===== config.mk =====
export PLATFORM = sky130hd
export DESIGN_NAME = drc_rate_power
export DESIGN_NICKNAME = d
export VERILOG_FILES = /design/src/rtl/drc_pkg.sv /design/src/rtl/drc_field_reg.sv /design/src/rtl/drc_rate_arb.sv /design/src/rtl/drc_power_ctl.sv /design/src/rtl/drc_rate_power.sv
export SDC_FILE = /design/constraint.sdc
export NUM_CORES = 1
export LEC_CHECK = 0
export BUFFER_PORTS_ARGS = -buffer_cell sky130_fd_sc_hd__buf_4
export CORE_AREA = 2 2 39 41
export DETAILED_ROUTE_END_ITERATION = 10
export DIE_AREA = 0 0 41 43
export SLEW_MARGIN = 20
export SYNTH_ARGS = -nofsm -noshare
export SYNTH_HDL_FRONTEND = slang
export SYNTH_SLANG_ARGS = --single-unit

===== constraint.sdc =====
create_clock -name clk -period 1.1 [get_ports clk]
set_clock_uncertainty 0.15 [all_clocks]
set_input_delay 0 -clock clk [delete_from_list [all_inputs] [get_ports clk]]
set_output_delay 0 -clock clk [all_outputs]
set_load 0.01 [all_outputs]

===== src/rtl/drc_pkg.sv =====
package drc_pkg;

    localparam int DATA_W = 8;
    localparam int RATE_W = 2;
    localparam int PC_W   = 3;

    localparam logic [DATA_W-1:0] HW_RESET_VAL = 8'h02;

    typedef logic [RATE_W-1:0] rate_t;
    typedef logic [PC_W-1:0]   pc_t;

    // Field layout of the rate-select register, most significant bit first.
    typedef struct packed {
        logic  srst;
        logic  lpwr;
        logic  rsvd;
        pc_t   pc;
        rate_t rate;
    } rsel_fields_t;

    typedef enum logic {
        OWN_SEL = 1'b0,
        OWN_CFG = 1'b1
    } rate_owner_e;

    function automatic rsel_fields_t unpack_rsel(input logic [DATA_W-1:0] d);
        rsel_fields_t f;
        f = rsel_fields_t'(d);
        return f;
    endfunction

    function automatic rate_t reset_rate();
        rsel_fields_t f;
        f = unpack_rsel(HW_RESET_VAL);
        return f.rate;
    endfunction

    function automatic pc_t reset_pc();
        rsel_fields_t f;
        f = unpack_rsel(HW_RESET_VAL);
        return f.pc;
    endfunction

endpackage


===== src/rtl/drc_field_reg.sv =====
module drc_field_reg
    import drc_pkg::*;
(
    input  logic  clk,
    input  logic  rst,
    input  logic  load,
    input  pc_t   pc_in,
    input  rate_t rate_in,
    output pc_t   pc_q,
    output rate_t rate_q
);

    always_ff @(posedge clk) begin
        if (rst) begin
            pc_q   <= reset_pc();
            rate_q <= reset_rate();
        end else if (load) begin
            pc_q   <= pc_in;
            rate_q <= rate_in;
        end
    end

    p_pc_load_r2: assert property (@(posedge clk) disable iff (rst)
        load |=> (pc_q == $past(pc_in)));

    p_pc_hold_r3: assert property (@(posedge clk) disable iff (rst)
        !load |=> $stable(pc_q));

endmodule


===== src/rtl/drc_rate_arb.sv =====
module drc_rate_arb
    import drc_pkg::*;
#(
    parameter bit SEL_WINS_TIE = 1'b1
) (
    input  logic  clk,
    input  logic  rst,
    input  logic  sel_wr,
    input  rate_t sel_rate,
    input  logic  cfg_wr,
    input  rate_t cfg_rate,
    output rate_t rate_eff
);

    rate_owner_e owner_q, owner_d;
    rate_t       cfg_q;
    rate_t       sel_q;

    generate
        if (SEL_WINS_TIE) begin : g_sel_tie
            always_comb begin
                owner_d = owner_q;
                if (sel_wr)      owner_d = OWN_SEL;
                else if (cfg_wr) owner_d = OWN_CFG;
            end
        end else begin : g_cfg_tie
            always_comb begin
                owner_d = owner_q;
                if (cfg_wr)      owner_d = OWN_CFG;
                else if (sel_wr) owner_d = OWN_SEL;
            end
        end
    endgenerate

    always_ff @(posedge clk) begin
        if (rst) begin
            owner_q <= OWN_SEL;
            sel_q   <= reset_rate();
            cfg_q   <= reset_rate();
        end else begin
            owner_q <= owner_d;
            if (sel_wr) sel_q <= sel_rate;
            if (cfg_wr) cfg_q <= cfg_rate;
        end
    end

    assign rate_eff = (owner_q == OWN_CFG) ? cfg_q : sel_q;

    p_cfg_rate_r3: assert property (@(posedge clk) disable iff (rst)
        (cfg_wr && !sel_wr) |=> (rate_eff == $past(cfg_rate)));

    p_rate_hold_r4: assert property (@(posedge clk) disable iff (rst)
        (!cfg_wr && !sel_wr) |=> $stable(rate_eff));

    generate
        if (SEL_WINS_TIE) begin : g_chk_sel
            p_sel_rate_r4: assert property (@(posedge clk) disable iff (rst)
                sel_wr |=> (rate_eff == $past(sel_rate)));
        end
    endgenerate

endmodule


===== src/rtl/drc_power_ctl.sv =====
module drc_power_ctl
    import drc_pkg::*;
(
    input  logic         clk,
    input  logic         rst,
    input  logic         sel_wr,
    input  rsel_fields_t fields,
    input  logic         data_acc,
    input  logic         stat_acc,
    input  logic         lp_req,
    output logic         soft_rst,
    output logic         low_power
);

    logic reset_req;
    logic lp_enter;
    logic lp_leave;

    assign reset_req = sel_wr & fields.srst;
    assign lp_enter  = (sel_wr & fields.lpwr) | lp_req;
    assign lp_leave  = reset_req | data_acc | stat_acc;

    always_ff @(posedge clk) begin
        if (rst) begin
            soft_rst  <= 1'b0;
            low_power <= 1'b0;
        end else begin
            soft_rst <= reset_req;
            if (lp_leave)      low_power <= 1'b0;
            else if (lp_enter) low_power <= 1'b1;
        end
    end

    p_srst_pulse_r5: assert property (@(posedge clk) disable iff (rst)
        (sel_wr && fields.srst) |=> soft_rst);

    p_srst_cause_r5: assert property (@(posedge clk) disable iff (rst)
        !(sel_wr && fields.srst) |=> !soft_rst);

    p_lp_enter_r6: assert property (@(posedge clk) disable iff (rst)
        ((lp_req || (sel_wr && fields.lpwr)) && !data_acc && !stat_acc
         && !(sel_wr && fields.srst)) |=> low_power);

    p_lp_leave_r7: assert property (@(posedge clk) disable iff (rst)
        (data_acc || stat_acc || (sel_wr && fields.srst)) |=> !low_power);

endmodule


===== src/rtl/drc_rate_power.sv =====
module drc_rate_power
    import drc_pkg::*;
(
    input  logic              clk,
    input  logic              rst,
    input  logic              rsel_wr,
    input  logic              cfg_wr,
    input  logic [DATA_W-1:0] wr_data,
    input  logic              data_acc,
    input  logic              stat_acc,
    input  logic              lp_req,
    output logic [RATE_W-1:0] rate,
    output logic [PC_W-1:0]   precomp,
    output logic              soft_rst,
    output logic              low_power
);

    rsel_fields_t fields;
    rate_t        sel_rate_q;
    pc_t          pc_q;
    rate_t        rate_eff;

    assign fields = unpack_rsel(wr_data);

    drc_field_reg u_fields (
        .clk     (clk),
        .rst     (rst),
        .load    (rsel_wr),
        .pc_in   (fields.pc),
        .rate_in (fields.rate),
        .pc_q    (pc_q),
        .rate_q  (sel_rate_q)
    );

    drc_rate_arb #(.SEL_WINS_TIE(1'b1)) u_arb (
        .clk      (clk),
        .rst      (rst),
        .sel_wr   (rsel_wr),
        .sel_rate (fields.rate),
        .cfg_wr   (cfg_wr),
        .cfg_rate (fields.rate),
        .rate_eff (rate_eff)
    );

    drc_power_ctl u_pwr (
        .clk       (clk),
        .rst       (rst),
        .sel_wr    (rsel_wr),
        .fields    (fields),
        .data_acc  (data_acc),
        .stat_acc  (stat_acc),
        .lp_req    (lp_req),
        .soft_rst  (soft_rst),
        .low_power (low_power)
    );

    assign rate    = rate_eff;
    assign precomp = pc_q;

    logic rst_seen_q;
    always_ff @(posedge clk) rst_seen_q <= rst;

    always_ff @(posedge clk) begin
        if (rst_seen_q) begin
            p_reset_state_r1: assert (rate == reset_rate() && precomp == reset_pc()
                                      && !soft_rst && !low_power);
        end
    end

    p_sel_rate_agree_r2: assert property (@(posedge clk) disable iff (rst)
        rsel_wr |=> (rate == sel_rate_q));

endmodule


---- Word level (Yosys, flattened, before mapping) ----
Cells that the tools add are included.
cells by class
  bitwise gates (word level) .............. 5
  mux-type cells .......................... 1
  reduce and logical (&&, ||, !) cells .... 2
operator list
  cell             number
  $reduce_or 2->1  2
  $or 1x1->1       3
  $and 1x1->1      2
  $mux 2           1
word-level totals
  register bits ........................... 10
  logic and storage cells ................. 14
  bits of input ports ..................... 15
  output and inout bits ................... 7

---- Longest topological paths before layout ----
Gate-level depths: netlist of run 1.
  depth in word-level cells ............... 4
  mapped depth ............................ 3
  gate-level depth less buffers ........... 2

---- Modules after synthesis ----
Synthesis of run 1 repeated with hierarchy kept, for this count alone.
unflattened totals
  cell total of the unflattened synthesis .. 40
  area, all modules ....................... 440.4 µm²
modules (own cells, without submodules)
  module         area each (µm²)  times used  seq. area each (µm²)  cells each
  drc_rate_arb   188.9            1           100.1                 17
  drc_field_reg  183.9            1           100.1                 16
  drc_power_ctl  67.6             1           40.0                  7

---- Least setup slack after synthesis of run 1 ----
No wires, ideal clock.
  path type ............................... register to register
  start point ............................. reg u_pwr.low_power (netlist name)
  end point ............................... reg u_pwr.low_power
  path buffers ............................ 0
  arrival ................................. 691 ps
  setup slack ............................. 143 ps
  required time ........................... 834 ps
  cell stages (with the launch flop) ...... 3
  path through ............................ dfxtp_1 > a211o_1 > and3_1
RTL lines
  what                    RTL line             text
  end signal: assignment  drc_power_ctl.sv:26  low_power <= 1'b0;
  end signal: assignment  drc_power_ctl.sv:29  if (lp_leave) low_power <= 1'b0;
  end signal: assignment  drc_power_ctl.sv:30  else if (lp_enter) low_power <= 1'b1;
  end: declaration        drc_power_ctl.sv:12  output logic low_power

---- Worst setup path in the final report of run 1 ----
  start point ............................. reg u_arb.owner_q
  end point ............................... out rate[0]
between the ends
  longest elaborated chain between the ends .. 1
ends and longest elaborated chain
  what                      RTL line              text
  start: declaration        drc_rate_arb.sv:15    rate_owner_e owner_q, owner_d;
  start signal: assignment  drc_rate_arb.sv:41    owner_q <= owner_d;
  $mux 2                    drc_rate_arb.sv:47    assign rate_eff = (owner_q == OWN_CFG) ? cfg_q : sel_q;
  end: declaration          drc_rate_power.sv:12  output logic [RATE_W-1:0] rate,
No other way between the ends.

==> flow_metrics.env, run 1 <==
export IMPL_status="finished, violations left"
export IMPL_violations="negative setup slack"
export IMPL_syn2layout_area_growth_pct=93.98
export IMPL_cts_tree="yes"
export IMPL_die_area_um2=1763
export IMPL_rsz0062_at_grt="true"
export IMPL_grt_remaining_overflow=0
export IMPL_io_buffers=20
export IMPL_numCtsBuffers=3
export IMPL_insertion_delay_ns=0.26
export IMPL_wl_per_cell_um=11.46
export IMPL_peakVddDrop_uv=675.9
export IMPL_antenna_found_initial=0
export IMPL_synth_seq_area_share_pct=53.51
export IMPL_syn_area_per_cell_um2=10.69
export IMPL_drt_wl_total_um=997
export IMPL_routed_via_density=4.333
export IMPL_vias=377
export IMPL_fin_nets=87
export IMPL_finalPower_mw=0.8827
export IMPL_io_pins=22
export IMPL_p_per_area_nw_per_um2=1216
export IMPL_setup_slack_ns=-0.1137
export IMPL_dp_hpwl_um=538.5
export IMPL_slowest_stage="dfxtp_4"
export IMPL_tightestPinTransition_ns=0.3806
export IMPL_syn_inst=35
export IMPL_grt_pass1_wl_um=1662
export IMPL_critPathBufInv=1
export IMPL_hold_class="in2reg"
export IMPL_start_util_pct=27.03
export IMPL_p_leak_nw=0.3555
export IMPL_ys_warnings_count=0
export IMPL_syn_cell_area_um2=374.1
export IMPL_crit_path_cell_trace="mux2_4 > buf_6"
export IMPL_dieHeight_um=43
export IMPL_drive_gt1_share_pct=38.03
export IMPL_htree_levels=1
export IMPL_ys_ff_latch=10
export IMPL_fin_crit_sh_pct=110.3
export IMPL_path_delay_family="flip-flops"
export IMPL_grtUsageTotal_pct=14.63
export IMPL_clock_root_buffer="clkbuf_4"
export IMPL_slew_headroom_pct=74.62
export IMPL_clockBufferDepth=2
export IMPL_routabilityCongestion=0.6935
export IMPL_max_freq_mhz=823.9
export IMPL_yosysUniqueCellTypes=11
export IMPL_coreArea_um2=1384
export IMPL_synth_nets=50
export IMPL_cts_sinks=10
export IMPL_num_rows=14
export IMPL_end_kind="output port"
export IMPL_grt_max_degree=11
export IMPL_critPathLaunchType="register"
export IMPL_clk_pin_slew_ns=0.07
export IMPL_crit_fanout=3
export IMPL_hold_viol=0
export IMPL_critPathMaxStageDelay_ns=0.37
export IMPL_drtIter0Drc=3
export IMPL_critPathKind="reg2out"
export IMPL_drv_cap=0
export IMPL_grt_pass1_vias=382
export IMPL_fin_crit_ns=1.214
export IMPL_crit_arrival_ns=1.06
export IMPL_drc_errors=0
export IMPL_dpl_worst_slack_ns=0.1215
export IMPL_num_antenna_cells=0
export IMPL_dr_pass1_iters=4
export IMPL_fp_dieW_um=41
export IMPL_ant_nets=0
export IMPL_setup_violations_final=2
export IMPL_crit_required_ns=0.95
export IMPL_slew_viol_final=0
synthesized netlist by cell type:
cell type | n | area share (%)
a211o_1 | 3 | 7.0
and3_1 | 1 | 1.7
buf_2 | 1 | 1.3
buf_6 | 1 | 3.0
dfxtp_1 | 10 | 54
mux2_2 | 2 | 6.0
mux2i_1 | 5 | 13
nand2_1 | 1 | 1.0
nor2_1 | 7 | 7.0
nor2b_1 | 2 | 3.3
nor3_1 | 2 | 2.7
per-layer routing:
metal	vias up	share of wire [%]	GRT usage, %	wire [um]
met4	0	1.2	10.00	12
met3	2	5.6	4.712	56
met5	-	0	0	0
li1	193	-	-	-
met2	12	51	21.25	505
met1	170	42	17.32	423
state kept, by name (all words and copies together), names as in the netlist:
| signal | cells |
|---|---|
| u_fields.pc_q | 3 |
| u_arb.cfg_q | 2 |
| u_arb.sel_q | 2 |
| u_arb.owner_q | 1 |
| u_pwr.low_power | 1 |
| u_pwr.soft_rst | 1 |
report_power, final:
part,internal (mW),total (mW),switching [mW]
logic,0.112,0.166,0.0541
clock network,0.201,0.324,0.123
registers,0.381,0.393,0.0114
total,0.694,0.883,0.189
final cells by class:
cell class / instances / area (um2)
Multi-Input combinational cell: 23 / 165.2
Tap cell: 16 / 20.02
Fill cell: 132 / 658.1
Timing Repair Buffer: 34 / 300.3
Clock buffer: 4 / 36.28
Sequential cell: 10 / 203.9
worst paths after layout:
check                        start               end  slack (ns)  cells past startpoint
setup / recovery     u_arb.owner_q           rate[0]       -0.11                      2
hold / removal             rsel_wr     u_arb.owner_q        0.20                      3
setup reg to reg   u_pwr.low_power   u_pwr.low_power        0.19                      2
hold reg to reg   u_fields.pc_q[2]  u_fields.pc_q[2]        0.35                      2
through the flow:
step / utilization (%) / hold WS (ns) / instance area (um2) / TNS [ns] / instances
2_1_floorplan: - / -0.03206 / 374.1 / 0 / 35
3_3_place_gp: 38.16 / 0.06790 / 528.0 / 0 / 69
3_5_place_dp: 38.16 / 0.07742 / 528.0 / 0 / 69
4_1_cts: 52.08 / 0.3385 / 720.7 / -0.4557 / 87
5_1_grt: 52.44 / 0.2504 / 725.7 / -0.2712 / 87
6_report: 52.44 / 0.2042 / 725.7 / -0.2207 / 87
worst register-to-register path, delay by kind of cell (launching register included):
kind | cells | cell delay (ns)
compound gates | 1 | 0.21
flops | 1 | 0.31
simple gates | 1 | 0.13
cell families (layout without fill, tap and decap cells):
| logic type | count (synthesis) | after routing | synth area share [%] |
|---|---|---|---|
| flip-flops | 10 | 10 | 53.51 |
| buffers and inverters | 2 | 38 | 4.346 |
| multiplexers | 7 | 7 | 19.40 |
| AND/OR/NAND/NOR | 13 | 13 | 15.72 |
| AO/OA/AOI/OAI | 3 | 3 | 7.025 |
placed cells by master (no fill, tap or decap), drive strengths merged:
cell type,instances
and3,1
nor2,7
mux2i,5
dlymetal6s4s,1
buf,20
clkbuf,4
dlygate4sd3,13
nand2,1
mux2,2
nor3,2
dfxtp,10
nor2b,2
a211o,3
timing repair:
item | 4_1_cts | 5_1_grt
buffers inserted | 0 | 0
endpoints found under the setup margin | 2 | 8
hold buffers | 14 | 0
hold endpoints to repair | 10 | 0
resized for setup | 5 | 2
pin swaps | 0 | 1
(Power assumes the default switching activity.)
==> run 2, diff against run 1 <==
--- a/constraint.sdc
+++ b/constraint.sdc
@@ -4,2 +4,2 @@
 set_output_delay 0 -clock clk [all_outputs]
-set_load 0.01 [all_outputs]
+set_load 0.005 [all_outputs]
==> run 2 against run 1 <==
  * The flow finishes with violations (negative hold slack, negative setup slack)
  * Non-clock buffer count fell by 2
  * Design area fell by 4.7%
  * Final cell count fell by 3.4%
  * First-iteration DRC count did not move
  * Worst hold slack got worse by 0.25 ns
  * Clock power fell by 27%
  * Power fell by 11%
  * Core utilization fell by 2.4 points
  * Sequential share of layout area rose by 1.0 points
  * Sequential power barely moved
  * Critical path type unchanged
  * Highest routed layer is now met3
==> flow_metrics.env, run 2 (synthesized netlist as in run 1, its figures left out) <==
export IMPL_r2r_slack_ns=0.16
export IMPL_swShare_pct=21.34
export IMPL_setup_slack_ns=-0.08381
export IMPL_htree_levels=1
export IMPL_rr_worst_depth=2
export IMPL_reg_top3="u_fields.pc_q (3), u_arb.cfg_q (2), u_arb.sel_q (2)"
export IMPL_grt_pass1_vias=354
export IMPL_critPathLaunchType="register"
export IMPL_grtUsageTotal_pct=12.20
export IMPL_min_delay_start="wr_data[6]"
export IMPL_slew_headroom_pct=73.40
export IMPL_violations="negative hold slack, negative setup slack"
export IMPL_die_area_um2=1763
export IMPL_coreArea_um2=1384
export IMPL_rsz0062_at_grt="true"
export IMPL_placed_cells=69
export IMPL_clock_root_buffer="clkbuf_4"
export IMPL_drtIter0Drc=3
export IMPL_p_per_area_nw_per_um2=1132
export IMPL_top_usage_layer="met1"
export IMPL_combPwrFrac_pct=19.7
export IMPL_fin_cells=84
export IMPL_antenna_found_initial=0
export IMPL_final_common_cell="buf_4"
export IMPL_hold_buffers=12
export IMPL_end_kind="output port"
export IMPL_hold_class="in2reg"
export IMPL_nFillCells=144
export IMPL_drive_gt1_share_pct=38.24
export IMPL_fp_dieW_um=41
export IMPL_min_to="u_pwr.low_power"
export IMPL_grt_max_degree=11
export IMPL_fin_crit_ns=1.184
export IMPL_hold_viol=1
export IMPL_met3_usage_pct=4.712
export IMPL_fin_crit_sh_pct=107.6
export IMPL_regToRegEndpoint="u_pwr.low_power"
export IMPL_critPathKind="reg2out"
export IMPL_cts_setup_buffers=0
export IMPL_max_freq_mhz=844.7
export IMPL_switchingPower_mw=0.1671
export IMPL_setup_tns_ns=-0.1664
export IMPL_insertion_delay_ns=0.25
export IMPL_ant_nets=0
export IMPL_crit_required_ns=0.95
export IMPL_p_leak_nw=0.3485
export IMPL_layout_common_cells="buf_4 (18), dlygate4sd3_1 (10), dfxtp_1 (9)"
export IMPL_largest_reg_flops=3
export IMPL_cts_tree="yes"
export IMPL_drv_cap=0
export IMPL_numCtsBuffers=3
export IMPL_drt_wl_total_um=898
export IMPL_peakVddDrop_uv=829.2
export IMPL_use_met2_pct=16.25
export IMPL_cts_sinks=10
export IMPL_io_pins=22
export IMPL_routed_via_density=4.345
export IMPL_grt_remaining_overflow=0
export IMPL_top_register="u_fields.pc_q"
export IMPL_num_rows=14
export IMPL_grt_pass1_wl_um=1449
export IMPL_fin_util_pct=50.00
export IMPL_r2r_start="u_pwr.low_power"
export IMPL_clk_pin_slew_ns=0.06
export IMPL_crit_fanout=3
export IMPL_fin_nets=85
export IMPL_finalPower_mw=0.7830
export IMPL_syn2layout_area_growth_pct=84.95
export IMPL_io_buffers=20
export IMPL_num_antenna_cells=0
export IMPL_start_util_pct=27.03
export IMPL_intPower_mw=0.6159
export IMPL_holdWs_ns=-0.04907
export IMPL_clockBufferDepth=2
export IMPL_crit_arrival_ns=1.03
export IMPL_wl_per_cell_um=10.69
export IMPL_p_seq_share_pct=50.3
export IMPL_power_frac_clock_pct=30.0
export IMPL_tightestPinTransition_ns=0.3990
export IMPL_vias=365
export IMPL_routabilityCongestion=0.6927
export IMPL_dieHeight_um=43
export IMPL_dr_pass1_iters=4
export IMPL_slew_viol_final=0
export IMPL_grtUsageMet1_pct=16.61
export IMPL_drc_errors=0
export IMPL_setup_violations_final=2
export IMPL_status="finished, violations left"
export IMPL_hold_path_cell_count=3
==> run 2: cell count changes in the layout (fill, tap and decap cells not counted) <==
| cell | before | now |
|---|---|---|
| clkbuf_8 | 1 | 0 |
| dfxtp_2 | 0 | 1 |
| dlymetal6s4s_1 | 1 | 2 |
| dfxtp_4 | 1 | 0 |
| dlygate4sd3_1 | 13 | 10 |
==> run 2: timing repair <==
action	CTS	global route
resized for setup	5	2
hold endpoints to repair	10	1
setup endpoints to repair	2	8
==> run 2: layer usage <==
| metal | up-vias | routed length, um |
|---|---|---|
| met5 | - | 0 |
| met4 | 0 | 0 |
| met3 | 0 | 65 |
| met2 | 12 | 425 |
| met1 | 165 | 407 |
| li1 | 188 | - |
==> run 2: power groups by stage <==
| stage | Sequential, mW | Clock [mW] | Combinational [mW] |
|---|---|---|---|
| after floorplan | 0.399 | 0 | 0.0498 |
| after CTS | 0.393 | 0.244 | 0.153 |
| after detailed placement | 0.400 | 0 | 0.112 |
| after global routing | 0.395 | 0.265 | 0.169 |
| after global placement | 0.400 | 0 | 0.110 |
| final | 0.394 | 0.235 | 0.155 |
==> run 2: final cells by class <==
type,count,area [um2],share of cell area [%]
flip-flops and latches,10,201.4,29.11
well taps,16,20.02,2.893
multi-input cells,23,165.2,23.87
clock buffers,3,22.52,3.255
repair buffers,32,282.8,40.87
==> run 2: worst max-delay path by stage <==
stage,startpoint,end,depth (start not counted)
global route,u_arb.owner_q,rate[0],2
floorplan,u_pwr.low_power,u_pwr.low_power,2
global placement,u_arb.owner_q,rate[0],2
detailed placement,u_arb.owner_q,rate[0],2
finish,u_arb.owner_q,rate[0],2
CTS,u_arb.owner_q,rate[0],2
==> run 2: through the flow <==
| step | hold slack [ns] | worst slack, ns | cell area (um2) |
|---|---|---|---|
| floorplan | -0.03206 | 0.1682 | 374.1 |
| global placement | 0.06747 | 0.1291 | 528.0 |
| detailed placement | 0.07161 | 0.1296 | 528.0 |
| CTS | -0.06238 | -0.08809 | 686.9 |
| global route | -0.03858 | -0.1191 | 691.9 |
| finish | -0.04907 | -0.08381 | 691.9 |
==> run 2: critical path: stages, from the launching register on <==
cell and delay [ns]:
dfxtp_2 0.36, mux2_4 0.31, buf_6 0.11
==> run 3, diff against run 2 <==
Settings changed: ABC_AREA set to 1.
==> run 3 against run 2 <==
  * The flow now finishes without violations
  * Fmax is 14% higher
  * Sequential power hardly changed
  * Critical path depth stayed put
  * Non-clock buffer count is 1 higher
  * Clock power is 40% higher
  * Worst hold slack better by 0.36 ns
  * Synthesized cell count is 46% higher
  * Via count is 15% higher
  * Count of clock-buffer cells in the layout is 1 higher
  * Register-to-register slack better by 0.15 ns
  * Final cell count is 23% higher
  * Largest power group unchanged
==> flow_metrics.env, run 3 <==
export IMPL_status="complete, no violations"
export IMPL_critPathMaxStageDelay_ns=0.34
export IMPL_cts_sinks=10
export IMPL_dp_hpwl_um=619.9
export IMPL_ys_warnings_count=0
export IMPL_end_kind="output port"
export IMPL_grt_pass1_vias=400
export IMPL_final_common_cell="buf_4"
export IMPL_fin_crit_ns=1.042
export IMPL_cts_tree="yes"
export IMPL_grtUsageTotal_pct=14.62
export IMPL_synth_seq_area_share_pct=52.46
export IMPL_netlist_top_cells_count="nor2_1 (14), dfxtp_1 (10), o21ai_0 (7)"
export IMPL_peakVddDrop_uv=763.3
export IMPL_nFillCells=143
export IMPL_io_pins=22
export IMPL_synth_nets=66
export IMPL_clk_pin_slew_ns=0.07
export IMPL_crit_required_ns=0.95
export IMPL_dieHeight_um=43
export IMPL_die_area_um2=1763
export IMPL_syn_area_per_cell_um2=7.483
export IMPL_multiInputGateArea_um2=147.6
export IMPL_grt_remaining_overflow=0
export IMPL_seq_area_um2=201.4
export IMPL_yosysTopAreaCellShare_pct=52.46
export IMPL_synth_edf_count=0
export IMPL_synthArstFlopShare_pct=0
export IMPL_hold_class="reg2reg"
export IMPL_drv_cap=0
export IMPL_fp_dieW_um=41
export IMPL_cp_depth=2
export IMPL_ys_ff_latch=10
export IMPL_drt_wl_total_um=999
export IMPL_largest_reg_flops=3
export IMPL_slew_viol_final=0
export IMPL_yosysMostFrequentCell="nor2_1"
export IMPL_syn_inst=51
export IMPL_num_antenna_cells=0
export IMPL_yosysUniqueCellTypes=13
export IMPL_setup_violations_final=0
export IMPL_crit_path_cell_trace="o21ai_0 > buf_4"
export IMPL_rsz0062_at_grt="false"
export IMPL_netlist_top_cell_by_area="dfxtp_1"
export IMPL_routabilityCongestion=0.6347
export IMPL_coreArea_um2=1384
export IMPL_numCtsBuffers=3
export IMPL_critPathKind="reg2out"
export IMPL_p_per_area_nw_per_um2=1237
export IMPL_slowest_stage="dfxtp_2"
export IMPL_drtIter0Drc=2
export IMPL_drive_gt1_share_pct=33.33
export IMPL_p_leak_nw=0.3505
export IMPL_hold_path_cell_count=2
export IMPL_num_rows=14
export IMPL_crit_arrival_ns=0.89
export IMPL_syn_cell_area_um2=381.6
export IMPL_io_buffers=20
export IMPL_vias=421
export IMPL_clock_root_buffer="clkbuf_4"
export IMPL_layout_common_cells="buf_4 (20), nor2_1 (14), dlygate4sd3_1 (13)"
export IMPL_grt_pass1_wl_um=1662
export IMPL_fin_nets=103
export IMPL_routed_via_density=4.087
export IMPL_fin_crit_sh_pct=94.72
export IMPL_antenna_found_initial=0
export IMPL_wl_per_cell_um=9.699
export IMPL_start_util_pct=27.58
export IMPL_clockBufferDepth=2
export IMPL_reg_top3="u_fields.pc_q (3), u_arb.cfg_q (2), u_arb.sel_q (2)"
export IMPL_crit_fanout=5
export IMPL_drc_errors=0
export IMPL_fin_util_pct=51.18
export IMPL_finalPower_mw=0.8758
export IMPL_synth_flop_cell="dfxtp_1"
export IMPL_htree_levels=1
export IMPL_ys_top_cells_by_area="dfxtp_1 (52%), nor2_1 (14%), o21ai_0 (9.2%)"
export IMPL_rr_worst_depth=4
export IMPL_hold_viol=0
export IMPL_syn2layout_area_growth_pct=85.57
export IMPL_top_register="u_fields.pc_q"
export IMPL_critPathBufInv=1
export IMPL_slew_headroom_pct=90.66
export IMPL_grt_max_degree=11
export IMPL_setup_tns_ns=0
export IMPL_dr_pass1_iters=4
export IMPL_path_delay_family="flip-flops"
export IMPL_tightestPinTransition_ns=0.1387
export IMPL_ant_nets=0
export IMPL_insertion_delay_ns=0.26
export IMPL_max_freq_mhz=959.8
export IMPL_critPathLaunchType="register"
## run 3: cell types whose count changed after synthesis, moves of 3 or more
cell	delta
mux2i_1	-5
o21ai_0	+7
inv_1	+4
a211o_1	-3
nand2_1	+5
nor2_1	+7
## run 3: repair_timing
| action | CTS | global route |
|---|---|---|
| gates resized for setup | 0 | 2 |
| hold buffers | 13 | 0 |
| endpoints found under the hold margin | 10 | 0 |
| endpoints found under the setup margin | 0 | 2 |
| buffers inserted | 0 | 0 |
## run 3: area by class of cell
class / count / share of cell area [%]
Sequential cell: 10 / 28.45
Timing Repair Buffer: 33 / 39.58
Inverter: 6 / 3.180
Clock buffer: 4 / 5.124
Tap cell: 16 / 2.827
Multi-Input combinational cell: 34 / 20.85
## run 3: final timing paths
path                   startpoint              end  slack [ns]
hold / removal     u_arb.sel_q[1]   u_arb.sel_q[1]        0.31
hold reg to reg    u_arb.sel_q[1]   u_arb.sel_q[1]        0.31
setup / recovery    u_arb.owner_q          rate[1]        0.06
setup reg to reg  u_pwr.low_power  u_pwr.low_power        0.31
## run 3: worst register-to-register path, delay by kind of cell (launching register included)
kind                   cells  cell delay, ns
AND/OR/NAND/NOR            3            0.17
flip-flops                 1            0.31
buffers and inverters      1            0.06
## run 3: cells by family after synthesis
kind of cell    after synthesis  synth area share (%)
simple gates                 25                 26.89
compound gates                9                 11.80
buf+inv                       7                 8.852
flops                        10                 52.46
## run 3: report_power, final
group,total (mW),leakage (nW),switching (mW),internal (mW)
clock network,0.328,0.0210,0.127,0.201
logic,0.152,0.246,0.0558,0.0966
registers,0.395,0.0832,0.0109,0.385
## run 3: through the flow
step | hold WS [ns] | setup slack [ns] | std cells | instance area, um2
final | 0.3087 | 0.05810 | 103 | 708.2
after global routing | 0.3425 | 0.004025 | 103 | 708.2
after CTS | 0.3123 | 0.01764 | 103 | 706.9
after detailed placement | 0.05373 | 0.3103 | 86 | 540.5
after global placement | 0.04783 | 0.3131 | 86 | 540.5
after floorplan | -0.07762 | 0.3204 | 51 | 381.6
## run 3: layer usage
layer	vias to the layer above	track usage [%]	part of all wire (%)
li1	230	-	-
met1	175	16.94	41
met2	12	22.50	52
met3	4	1.571	2.9
met4	0	12.00	3.8
met5	-	0	0
